**config.mk**
```make
export PLATFORM = sky130hd
export DESIGN_NAME = eccErrCapture
export DESIGN_NICKNAME = d
export VERILOG_FILES = /design/src/rtl/eccCapPkg.sv /design/src/rtl/eccCapPrio.sv /design/src/rtl/eccCapCtrl.sv /design/src/rtl/eccCapData.sv /design/src/rtl/eccErrCapture.sv
export SDC_FILE = /design/constraint.sdc
export NUM_CORES = 1
export LEC_CHECK = 0
export BUFFER_PORTS_ARGS = -buffer_cell sky130_fd_sc_hd__buf_2
export CAP_MARGIN = 20
export CORE_MARGIN = 2
export CORE_UTILIZATION = 42
export DETAILED_ROUTE_END_ITERATION = 6
export PLACE_DENSITY = 0.75
export SYNTH_ARGS = -nofsm -noshare
export SYNTH_HDL_FRONTEND = slang
export SYNTH_SLANG_ARGS = --single-unit
```
**constraint.sdc**
```tcl
create_clock -name clk -period 4.9 [get_ports clk]
set_clock_uncertainty 0.15 [all_clocks]
set_input_delay 1.47 -clock clk [delete_from_list [all_inputs] [get_ports clk]]
set_output_delay 1.47 -clock clk [all_outputs]
set_load 0.005 [all_outputs]
```
**src/rtl/eccCapPkg.sv**
```systemverilog
`timescale 1ns/1ps
package eccCapPkg;
  localparam int NUM_MEMS   = 2;
  localparam int NUM_CLS    = 2;
  localparam int NUM_SETS   = NUM_MEMS * NUM_CLS;
  localparam int CLS_CORR   = 0;
  localparam int CLS_UNCORR = 1;

  // Strobes from control to datapath, one bit per report set.
  typedef struct packed {
    logic [NUM_SETS-1:0] load;
    logic [NUM_SETS-1:0] flagSet;
    logic [NUM_SETS-1:0] ovfSet;
  } capStrobe_t;
endpackage

```
**src/rtl/eccCapPrio.sv**
```systemverilog
`timescale 1ns/1ps
module eccCapPrio #(
  parameter int WIDTH = 4,
  localparam int IDX_W = (WIDTH > 1) ? $clog2(WIDTH) : 1
) (
  input  logic [WIDTH-1:0] req,
  output logic [IDX_W-1:0] idx,
  output logic             any
);
  // Lowest set bit wins: scan downward, the last hit overwrites.
  always_comb begin
    idx = '0;
    for (int i = WIDTH - 1; i >= 0; i--) begin
      if (req[i]) idx = IDX_W'(i);
    end
  end
  assign any = |req;
endmodule

```
**src/rtl/eccCapCtrl.sv**
```systemverilog
`timescale 1ns/1ps
module eccCapCtrl
  import eccCapPkg::*;
#(
  parameter int NUM_BANKS = 4,
  parameter logic [NUM_MEMS-1:0] MEM_CORRECTS = 2'b01,
  localparam int BANK_W = (NUM_BANKS > 1) ? $clog2(NUM_BANKS) : 1,
  localparam int LANES  = NUM_MEMS * NUM_BANKS
) (
  input  logic                       clk,
  input  logic                       rstN,
  input  logic                       eccEn,
  input  logic [LANES-1:0]           errValid,
  input  logic [LANES-1:0]           errUncorr,
  input  logic [NUM_SETS-1:0]        clrIntFlag,
  input  logic [NUM_SETS-1:0]        clrOvfFlag,
  output capStrobe_t                 strobe,
  output logic [NUM_SETS*BANK_W-1:0] selBank,
  output logic [NUM_SETS-1:0]        intFlag,
  output logic [NUM_SETS-1:0]        ovfFlag
);
  logic [NUM_SETS-1:0] intFlagQ;
  logic [NUM_SETS-1:0] ovfFlagQ;
  logic [NUM_SETS-1:0] loadVec;
  logic [NUM_SETS-1:0] hitVec;
  logic [NUM_SETS-1:0] ovfVec;
  logic [NUM_MEMS-1:0] memMany;

  for (genvar m = 0; m < NUM_MEMS; m++) begin : g_mem
    logic [NUM_BANKS-1:0] vld;
    logic [NUM_BANKS-1:0] effUnc;
    assign vld = errValid[m*NUM_BANKS +: NUM_BANKS] & {NUM_BANKS{eccEn}};
    // A detect-only memory forces every error into the non-corrected class.
    assign effUnc = errUncorr[m*NUM_BANKS +: NUM_BANKS]
                  | {NUM_BANKS{~MEM_CORRECTS[m]}};
    assign memMany[m] = |(vld & (vld - NUM_BANKS'(1)));

    for (genvar c = 0; c < NUM_CLS; c++) begin : g_cls
      localparam int SET = m * NUM_CLS + c;
      logic [NUM_BANKS-1:0] clsReq;
      logic [BANK_W-1:0]    idx;
      logic                 any;
      if (c == CLS_UNCORR) begin : g_unc
        assign clsReq = vld & effUnc;
      end else begin : g_cor
        assign clsReq = vld & ~effUnc;
      end
      eccCapPrio #(.WIDTH(NUM_BANKS)) u_prio (
        .req (clsReq),
        .idx (idx),
        .any (any)
      );
      assign selBank[SET*BANK_W +: BANK_W] = idx;
      assign hitVec[SET]  = any;
      assign loadVec[SET] = any & ~intFlagQ[SET];
      assign ovfVec[SET]  = any & (intFlagQ[SET] | memMany[m]);
    end
  end

  assign strobe = '{load: loadVec, flagSet: hitVec, ovfSet: ovfVec};

  // Sticky flags: a new event in the same cycle beats the clear.
  always_ff @(posedge clk) begin
    if (!rstN) begin
      intFlagQ <= '0;
      ovfFlagQ <= '0;
    end else begin
      intFlagQ <= (intFlagQ & ~clrIntFlag) | strobe.flagSet;
      ovfFlagQ <= (ovfFlagQ & ~clrOvfFlag) | strobe.ovfSet;
    end
  end

  assign intFlag = intFlagQ;
  assign ovfFlag = ovfFlagQ;
endmodule

```
**src/rtl/eccCapData.sv**
```systemverilog
`timescale 1ns/1ps
module eccCapData
  import eccCapPkg::*;
#(
  parameter int NUM_BANKS = 4,
  parameter int ADDR_W    = 12,
  parameter int CHK_W     = 8,
  localparam int BANK_W = (NUM_BANKS > 1) ? $clog2(NUM_BANKS) : 1,
  localparam int LANES  = NUM_MEMS * NUM_BANKS
) (
  input  logic                       clk,
  input  logic                       rstN,
  input  logic [LANES*ADDR_W-1:0]    errAddr,
  input  logic [LANES*CHK_W-1:0]     errChk,
  input  capStrobe_t                 strobe,
  input  logic [NUM_SETS*BANK_W-1:0] selBank,
  output logic [NUM_SETS-1:0]        rptValid,
  output logic [NUM_SETS*BANK_W-1:0] rptBank,
  output logic [NUM_SETS*ADDR_W-1:0] rptAddr,
  output logic [NUM_SETS*CHK_W-1:0]  rptChk
);
  for (genvar s = 0; s < NUM_SETS; s++) begin : g_set
    localparam int BASE = (s / NUM_CLS) * NUM_BANKS;
    logic [BANK_W-1:0] sel;
    logic [ADDR_W-1:0] addrMux;
    logic [CHK_W-1:0]  chkMux;
    logic              validQ;
    logic [BANK_W-1:0] bankQ;
    logic [ADDR_W-1:0] addrQ;
    logic [CHK_W-1:0]  chkQ;

    assign sel = selBank[s*BANK_W +: BANK_W];
    always_comb begin
      addrMux = errAddr[(BASE + int'(sel))*ADDR_W +: ADDR_W];
      chkMux  = errChk[(BASE + int'(sel))*CHK_W +: CHK_W];
    end

    // All fields of one report move on the same edge.
    always_ff @(posedge clk) begin
      if (!rstN) begin
        validQ <= 1'b0;
        bankQ  <= '0;
        addrQ  <= '0;
        chkQ   <= '0;
      end else if (strobe.load[s]) begin
        validQ <= 1'b1;
        bankQ  <= sel;
        addrQ  <= addrMux;
        chkQ   <= chkMux;
      end
    end

    assign rptValid[s]                 = validQ;
    assign rptBank[s*BANK_W +: BANK_W] = bankQ;
    assign rptAddr[s*ADDR_W +: ADDR_W] = addrQ;
    assign rptChk[s*CHK_W +: CHK_W]    = chkQ;
  end
endmodule

```
**src/rtl/eccErrCapture.sv**
```systemverilog
`timescale 1ns/1ps
module eccErrCapture
  import eccCapPkg::*;
#(
  parameter int NUM_BANKS = 4,
  parameter int ADDR_W    = 12,
  parameter int CHK_W     = 8,
  parameter logic [1:0] MEM_CORRECTS = 2'b01,
  localparam int BANK_W = (NUM_BANKS > 1) ? $clog2(NUM_BANKS) : 1,
  localparam int LANES  = 2 * NUM_BANKS
) (
  input  logic                  clk,
  input  logic                  rstN,
  input  logic                  eccEn,
  input  logic [LANES-1:0]      memErrValid,
  input  logic [LANES-1:0]      memErrUncorr,
  input  logic [LANES*ADDR_W-1:0] memErrAddr,
  input  logic [LANES*CHK_W-1:0]  memErrChk,
  input  logic [3:0]            clrIntFlag,
  input  logic [3:0]            clrOvfFlag,
  input  logic [3:0]            irqEnable,
  output logic [3:0]            rptValid,
  output logic [4*BANK_W-1:0]   rptBank,
  output logic [4*ADDR_W-1:0]   rptAddr,
  output logic [4*CHK_W-1:0]    rptChk,
  output logic [3:0]            intFlag,
  output logic [3:0]            ovfFlag,
  output logic                  irq
);
  capStrobe_t                 strobe;
  logic [NUM_SETS*BANK_W-1:0] selBank;

  eccCapCtrl #(
    .NUM_BANKS    (NUM_BANKS),
    .MEM_CORRECTS (MEM_CORRECTS)
  ) u_ctrl (
    .clk        (clk),
    .rstN       (rstN),
    .eccEn      (eccEn),
    .errValid   (memErrValid),
    .errUncorr  (memErrUncorr),
    .clrIntFlag (clrIntFlag),
    .clrOvfFlag (clrOvfFlag),
    .strobe     (strobe),
    .selBank    (selBank),
    .intFlag    (intFlag),
    .ovfFlag    (ovfFlag)
  );

  eccCapData #(
    .NUM_BANKS (NUM_BANKS),
    .ADDR_W    (ADDR_W),
    .CHK_W     (CHK_W)
  ) u_data (
    .clk      (clk),
    .rstN     (rstN),
    .errAddr  (memErrAddr),
    .errChk   (memErrChk),
    .strobe   (strobe),
    .selBank  (selBank),
    .rptValid (rptValid),
    .rptBank  (rptBank),
    .rptAddr  (rptAddr),
    .rptChk   (rptChk)
  );

  assign irq = |(intFlag & irqEnable);
endmodule

```
# == Word level (Yosys, flattened, before mapping) ==
# Index checks and enable logic that the tools add are counted.
# word_totals
ff_bits,77
in_bits,191
output_inout_bits,101
wordCells,70
# classes
add_sub_neg,3
mul,3
shifts,6
muxes,12
bitwise,26
reduce_logical,6
# ops
operator,count
96-bit by 32-bit indexed part select with 12-bit output,3
64-bit by 6-bit indexed part select with 8-bit output,2
64-bit by 32-bit indexed part select with 8-bit output,1
4-bit AND,9
32-bit by 3-bit multiplier with 30-bit output (second input constant),1
2-bit two-way mux,12
4-bit OR reduction,6
4-bit NOT,3
2-bit by 2-bit multiplier with 4-bit output (second input constant),2
4-bit bitwise OR,2
4-bit by 1-bit subtractor with 4-bit output (second input constant),2
1-bit AND,6
3-bit by 2-bit adder with 4-bit output (first input constant),1
1-bit NOT,3
1-bit bitwise OR,3

# == Logic depth before layout (Yosys ltp) ==
# Gate-level depths: netlist of run 1.
# logic_depth
ltp_word,8
depth_mapped,16
depth_no_buf,10

# == Hierarchy ==
# From an unflattened synthesis of run 1, not the netlist that was laid out.
# hier_totals
cells_unflattened,631
area_unflattened_um2,7156.9
# by_module_without_submodules
module,n_inst,cells_each,area_per_inst_um2,seq_area_each_um2
eccCapData,1,530,6461.2,1841.8
eccCapCtrl,1,70,536.8,160.2
eccCapPrio,4,7,35.0,0.0
eccErrCapture,1,3,18.8,0.0

# == Worst setup path after synthesis of run 1 ==
# OpenSTA, ideal clock, no wires.
# synth_path
path_type,in2reg
from,input port memErrValid[7]
to,register u_data.g_set[3].addrQ[0]
setup_ps,121
t_arrival_ps,4198
t_required_ps,4629
path_slack_ps,431
stages,14
path_buffers,8
path_cell_list,nor2b_1 o21a_1 buf_6 buf_6 buf_8 buf_4 buf_4 ha_1 buf_2 buf_2 buf_1 mux4_2 a21oi_1 o21ai_1
# synth_between
elab_chain_cells,8
elab_cells_between_ends,10
cone_classes,add/sub (1); mul (1); shift (1); mux (4); bitwise (2); reduce/logical (1)
# synth_rtl
item,line_no,source
"start, declared",eccErrCapture.sv:15,"input logic [LANES-1:0] memErrValid,"
4-bit AND (*),eccCapCtrl.sv:32,assign vld = errValid[m*NUM_BANKS +: NUM_BANKS] & {NUM_BANKS{eccEn}};
2-bit two-way mux (4 in a row),eccCapPrio.sv:14,if (req[i]) idx = IDX_W'(i);
3-bit by 2-bit adder with 4-bit output,eccCapData.sv:34,addrMux = errAddr[(BASE + int'(sel))*ADDR_W +: ADDR_W];
32-bit by 3-bit multiplier with 30-bit output,eccCapData.sv:34,
96-bit by 32-bit indexed part select with 12-bit output,eccCapData.sv:34,
"end signal, assigned",eccCapData.sv:48,addrQ <= addrMux;
"end, declared",eccCapData.sv:29,logic [ADDR_W-1:0] addrQ;
# Mark *: on every way between the ends. The rest lies on a longest branch, timed or not.
# A chain may end at the register's enable or synchronous reset.

# == Worst setup path in the final report of run 1 ==
# layout_path
from,input port eccEn
to,register u_data.g_set[3].addrQ[5]
# layout_between
elab_chain_cells,8
elab_cells_between_ends,10
cone_classes,add/sub (1); mul (1); shift (1); mux (4); bitwise (2); reduce/logical (1)
# layout_rtl
item,line_no,source
"start, declared",eccErrCapture.sv:14,"input logic eccEn,"
4-bit AND (*),eccCapCtrl.sv:32,
2-bit two-way mux (3 in a row),eccCapPrio.sv:14,
2-bit two-way mux (*),eccCapPrio.sv:14,
net selBank[7],eccErrCapture.sv:31,logic [NUM_SETS*BANK_W-1:0] selBank;
3-bit by 2-bit adder with 4-bit output (*),eccCapData.sv:34,
32-bit by 3-bit multiplier with 30-bit output (*),eccCapData.sv:34,
96-bit by 32-bit indexed part select with 12-bit output (*),eccCapData.sv:34,
# Mark *: on every way through the listed nets, which the timed path passes. The rest lies on a longest branch.

==> impl_metrics.toml, run 1 <==
[setup_path]
worstSetupPathType = "in2reg"
regToRegEndpoint = "u_data.g_set[3].addrQ[4]$_SDFFE_PN0P_"
worstPathRequired_ns = 4.95
r2r_slack_ns = 2.51
reg2reg_from = "u_ctrl.intFlag[3]$_SDFF_PN0_"
worst_ep_arrival_time_ns = 3.99
cp-end-kind = "register"
cp_max_fo = 21
endpoint = "u_data.g_set[3].addrQ[5]$_SDFFE_PN0P_"
r2r_cells = 5
cp-start-kind = "input port"
crit_start = "eccEn"

[routing]
ant_nets = 0
first_iter_violations = 357
drt-total-wl_mm = 18.0
vias_per_cell = 5.75
wl_per_cell_um = 18.8
num_vias = 5511
first_pass_iters = 5
drc = 0

[layout]
fin_util = 0.558
stdcell_area_um2 = 7090
fin_nets = 979
layout_common_cells = "buf_2 (264), dfxtp_1 (77), mux4_2 (65), nor2_1 (57), nand2_1 (50)"
fin_cells = 959
antenna-diode-count = 0
drive_above_1_share = 0.468
syn2layout_area_growth_pct = 28.6
final_common_cell = "buf_2"

[floorplan]
die_width_um = 119
placementRows = 41
die-area_um2 = 14100
coreArea_um2 = 12700
io_pins = 292
die_y_um = 119
start_util = 0.434

[sta]
max_clock_freq_mhz = 254
finalHoldViolCount = 0
whs_ns = 0.304
rsz0062_at_grt = "no"
fin_crit_sh = 0.802
maxSlewHeadroom = 0.308
tns_ns = 0
period_minus_slack_ns = 3.93
setup_viol = 0
tightestPinTransition_ns = 1.04
timing.final.max_slew_violations = 0

[clocking]
clk-insertion-delay-late_ns = 0.34
cts_sinks = 77
cts_setup_buffers = 0
cts_resized = 0
cts_buffers = 9
cts.root.buffer_cell = "clkbuf_16"
holdBufCountCts = 0
cts_tree = "built"
cts_max_level = 3
cts.path.max_buffers = 2
path_clk_slew_ns = 0.06

[synth]
synth_area_um2 = 5520
yosys_warnings = 0
synth-seq-cells = 77
syn_avg_cell_area_um2 = 10.0
synth_edf_count = 0
seq_area_frac_synth = 0.279
synth_cell_types = 54
async_reset_ff_frac = 0
synth_cells = 549
synth_ff_type = "dfxtp_1"

[placement]
port_buffers = 264
routabilityCongestion = 0.847
placed_cells = 947
hpwl_mm = 13.5
placed_area_um2 = 6820

[global_routing]
antenna_found_initial = 1
first_global_vias = 5352
grt_max_degree = 44
gr-usage-all-layers = 0.250
grt_first_pass_wirelength_mm = 27.7
grt_overflow = 0

[power_and_ir_drop]
power.leakage_nw = 3.28
peakVddDrop_mv = 0.159
power-per-cell-area_nw_per_um2 = 264

[run_status]
outcome = "completed"

[hold_path]
min_path_type = "reg2reg"

[run]
drv_cap = 0
-- cell type report --
| cell class | count | area [um2] |
|---|---|---|
| Inverter | 6 | 27.5 |
| Timing Repair Buffer | 277 | 1420 |
| Sequential cell | 77 | 1540 |
| Fill cell | 1194 | 5630 |
| Multi-Input combinational cell | 415 | 3610 |
| Tap cell | 172 | 215 |
| Clock buffer | 10 | 239 |
| Clock inverter | 2 | 37.5 |
-- state kept, by name, summed over array words and instances (netlist names) --
name	flops
u_ctrl.intFlag	4
u_data.g_set.addrQ	36
u_data.g_set.bankQ	6
u_data.g_set.validQ	3
u_data.g_set.chkQ	24
u_ctrl.ovfFlag	4
-- kinds of logic (layout without fill, tap and decap cells) --
kind of cell / after synthesis / after routing / synth area share
compound gates: 129 / 129 / 0.168
other cells: 1 / 23 / 0.000680
simple gates: 163 / 163 / 0.131
flops: 77 / 77 / 0.279
buf+inv: 79 / 295 / 0.0848
fa+ha+maj: 4 / 4 / 0.00816
mux: 96 / 96 / 0.328
-- report_power, final --
group | internal, W | switching (W) | leakage (nW)
sequential | 0.000678 | 0.0000316 | 0.632
clock | 0.000397 | 0.000258 | 0.132
combinational | 0.000266 | 0.000246 | 2.52
total | 0.00134 | 0.000536 | 3.28
-- through the flow --
step                      setup WS, ns  power [W]
after floorplan                  0.431    0.00104
after global placement           0.669    0.00122
after detailed placement         0.623    0.00123
after CTS                        0.980    0.00189
after global routing             0.799    0.00197
final                            0.970    0.00188
-- synthesized netlist by cell type (2+ instances only) --
master     n  share of area
a22o_1    41          0.065
buf_4     28          0.038
mux2i_1   26          0.047
mux4_2    65           0.27
nor3b_1    2         0.0027
inv_1      4         0.0027
buf_2     10         0.0091
o21ai_1    2         0.0018
a21oi_1   31          0.028
a22oi_1    3         0.0041
nor2b_1    5         0.0057
mux4_1     2         0.0095
mux2_2     3         0.0061
o21ai_0   14          0.013
nor2_1    59          0.040
a32oi_1    4         0.0063
and2_1     2         0.0023
nand2_1   50          0.034
maj3_1     2         0.0036
dfxtp_1   77           0.28
o22ai_1    3         0.0034
buf_6      5          0.010
o31ai_1    3         0.0041
o211ai_1   9          0.012
nor3_1     6         0.0054
nand3_1   21          0.019
or3_1      4         0.0045
o21bai_1   3         0.0041
ha_1       2         0.0045
clkbuf_1  28          0.019
a32o_1     3         0.0054
nand2b_1  10          0.011
-- layer usage --
metal	global-route usage	part of all wire	vias up
met5	0	0	-
met3	0.0671	0.084	30
met4	0.0915	0.022	0
met2	0.424	0.48	278
li1	-	-	2527
met1	0.303	0.41	2676
-- critical path: stages --
cell      delay [ns]
buf_2           0.20
nand2b_1        0.12
or3_1           0.33
inv_1           0.09
ha_2            0.50
buf_4           0.34
mux4_2          0.53
nor2_1          0.11
a211oi_1        0.07
a21oi_1         0.13
o21ai_0         0.09
-- worst min path at each step --
| stage | cells after the start | startpoint | end |
|---|---|---|---|
| finish | 2 | u_data.g_set[3].bankQ[0]$_SDFFE_PN0P_ | u_data.g_set[3].bankQ[0]$_SDFFE_PN0P_ |
| global route | 2 | u_data.g_set[3].chkQ[3]$_SDFFE_PN0P_ | u_data.g_set[3].chkQ[3]$_SDFFE_PN0P_ |
| CTS | 2 | u_data.g_set[3].chkQ[3]$_SDFFE_PN0P_ | u_data.g_set[3].chkQ[3]$_SDFFE_PN0P_ |
| detailed placement | 2 | u_data.g_set[3].chkQ[3]$_SDFFE_PN0P_ | u_data.g_set[3].chkQ[3]$_SDFFE_PN0P_ |
| global placement | 2 | u_data.g_set[3].chkQ[5]$_SDFFE_PN0P_ | u_data.g_set[3].chkQ[5]$_SDFFE_PN0P_ |
| floorplan | 2 | u_data.g_set[0].validQ$_SDFFE_PN0P_ | u_data.g_set[0].validQ$_SDFFE_PN0P_ |
Power figures use the tool's default switching activity.
==> run 2, diff against run 1 <==
clock period = 3.8 ns   (was 4.9 ns; I/O delays follow)
==> run 2 against run 1 <==
Effect of this change: combinational power grew 31%; utilization grew 0.54 points; largest power group unchanged; total power grew 26%; non-clock buffer count grew 9; register-to-register slack lost 0.59 ns.
==> impl_metrics.toml, run 2 (synthesis results as in run 1) <==
[clocking]
cts_buffers = 9
cts_resized = 0
cts.root.buffer_cell = "clkbuf_16"
clk-insertion-delay-late_ns = 0.33
cts_max_level = 3
holdBufCountCts = 0
cts_setup_buffers = 0
cts.path.max_buffers = 2
path_clk_slew_ns = 0.06
cts_tree = "built"
cts_sinks = 77

[sta]
tns_ns = 0
tightestPinTransition_ns = 0.837
setup_viol = 0
whs_ns = 0.301
finalHoldViolCount = 0
max_clock_freq_mhz = 306
maxSlewHeadroom = 0.437
timing.final.max_slew_violations = 0
fin_crit_sh = 0.859
period_minus_slack_ns = 3.26
rsz0062_at_grt = "no"

[run]
drv_cap = 0

[routing]
wl_met3_mm = 1.83
vias_per_cell = 5.60
top_layer = "met5"
first_iter_violations = 407
wl_per_cell_um = 18.1
wl_met1_mm = 6.92
drt-total-wl_mm = 17.6
drc = 0
first_pass_iters = 5
ant_nets = 0
routed-wl-met2_mm = 8.51
num_vias = 5434

[setup_path]
cp-end-kind = "register"
worst_ep_arrival_time_ns = 3.33
worstPathRequired_ns = 3.87
cp-start-kind = "input port"
worst_path_max_delay_cell = "or3_1"
crit_top_cell = "or3_1"
cp_max_fo = 14
cpPeakStageDelay_ns = 0.34
worstSetupPathType = "in2reg"
cp_cell_sequence = "buf_2, nand2b_1, or3_1, inv_1, ha_4, buf_4, mux4_2, or3_1, a32o_1"
r2r_cells = 5

[global_routing]
first_global_vias = 5333
grt_first_pass_wirelength_mm = 27.1
grt_overflow = 0
grt_max_degree = 32
antenna_found_initial = 1
gr-usage-all-layers = 0.246

[power_and_ir_drop]
total_power_w = 0.00236
p_seq_frac = 0.388
internal_power_w = 0.00167
clock_power_share = 0.329
peakVddDrop_mv = 0.179
p_sw_frac = 0.291
power.leakage_nw = 3.32
switchingPower_w = 0.000685
combPwrFrac = 0.283
power-per-cell-area_nw_per_um2 = 329

[layout]
fillCellCount = 1169
top_register = "u_data.g_set.addrQ"
syn2layout_area_growth_pct = 29.8
drive_above_1_share = 0.472
top_regs = "u_data.g_set.addrQ x36, u_data.g_set.chkQ x24, u_data.g_set.bankQ x6"
layout_common_cells = "buf_2 (264), dfxtp_1 (77), mux4_2 (65), nor2_1 (58), nand2_1 (50)"
fin_nets = 988
stdcell_area_um2 = 7160
fin_cells = 970
largest_reg_flops = 36
final_common_cell = "buf_2"

[placement]
hpwl_mm = 13.5
routabilityCongestion = 0.876
placed_cells = 956
port_buffers = 264
placed_area_um2 = 6900

[floorplan]
coreArea_um2 = 12700
die_y_um = 119
start_util = 0.434
die-area_um2 = 14100
die_width_um = 119
io_pins = 292
placementRows = 41

[hold_path]
min_path_cells = 2
min_path_type = "reg2reg"

[run_status]
outcome = "completed"
## run 2: worst paths after layout
path	from	to	slack, ns
worst max-delay path	eccEn	u_data.g_set[3].addrQ[9]$_SDFFE_PN0P_	0.54
worst min-delay path	u_data.g_set[3].chkQ[6]$_SDFFE_PN0P_	u_data.g_set[3].chkQ[6]$_SDFFE_PN0P_	0.30
worst max register to register	u_ctrl.intFlag[3]$_SDFF_PN0_	u_data.g_set[3].addrQ[4]$_SDFFE_PN0P_	1.92
worst min register to register	u_data.g_set[3].chkQ[6]$_SDFFE_PN0P_	u_data.g_set[3].chkQ[6]$_SDFFE_PN0P_	0.30
## run 2: layer usage
metal  up-vias  global-route usage
li1       2545                   -
met1      2571               0.302
met2       289               0.421
met3        27              0.0642
met4         2              0.0751
met5         -                   0
## run 2: critical path: cells and delay by family
family / cells / cell delay [ns]
and+or+nand+nor: 3 / 0.77
adders and majority gates: 1 / 0.27
AOI/OAI and AO/OA: 1 / 0.25
buffers and inverters: 3 / 0.58
muxes: 1 / 0.32
## run 2: metrics by stage
stage	worst slack (ns)	utilization
finish	0.537	0.563
global route	0.381	0.563
CTS	0.535	0.563
detailed placement	0.180	0.543
global placement	0.200	0.543
floorplan	0.0319	-
## run 2: final cells by class
class | count | area (um2) | share of cell area
well taps | 172 | 215 | 0.0300
diodes | 1 | 2.50 | 0.000349
repair buffers | 286 | 1500 | 0.209
clock inverters | 2 | 12.5 | 0.00175
flip-flops and latches | 77 | 1540 | 0.215
multi-input cells | 415 | 3620 | 0.506
inverters | 6 | 27.5 | 0.00384
clock buffers | 11 | 243 | 0.0339
## run 2: power by group through the flow
stage          Sequential [W]  Combinational (W)  Clock, W
3_5_place_dp         0.000929           0.000667         0
5_1_grt              0.000922           0.000729  0.000822
2_1_floorplan        0.000929           0.000415         0
4_1_cts              0.000914           0.000668  0.000787
3_3_place_gp         0.000930           0.000658         0
6_report             0.000915           0.000668  0.000776
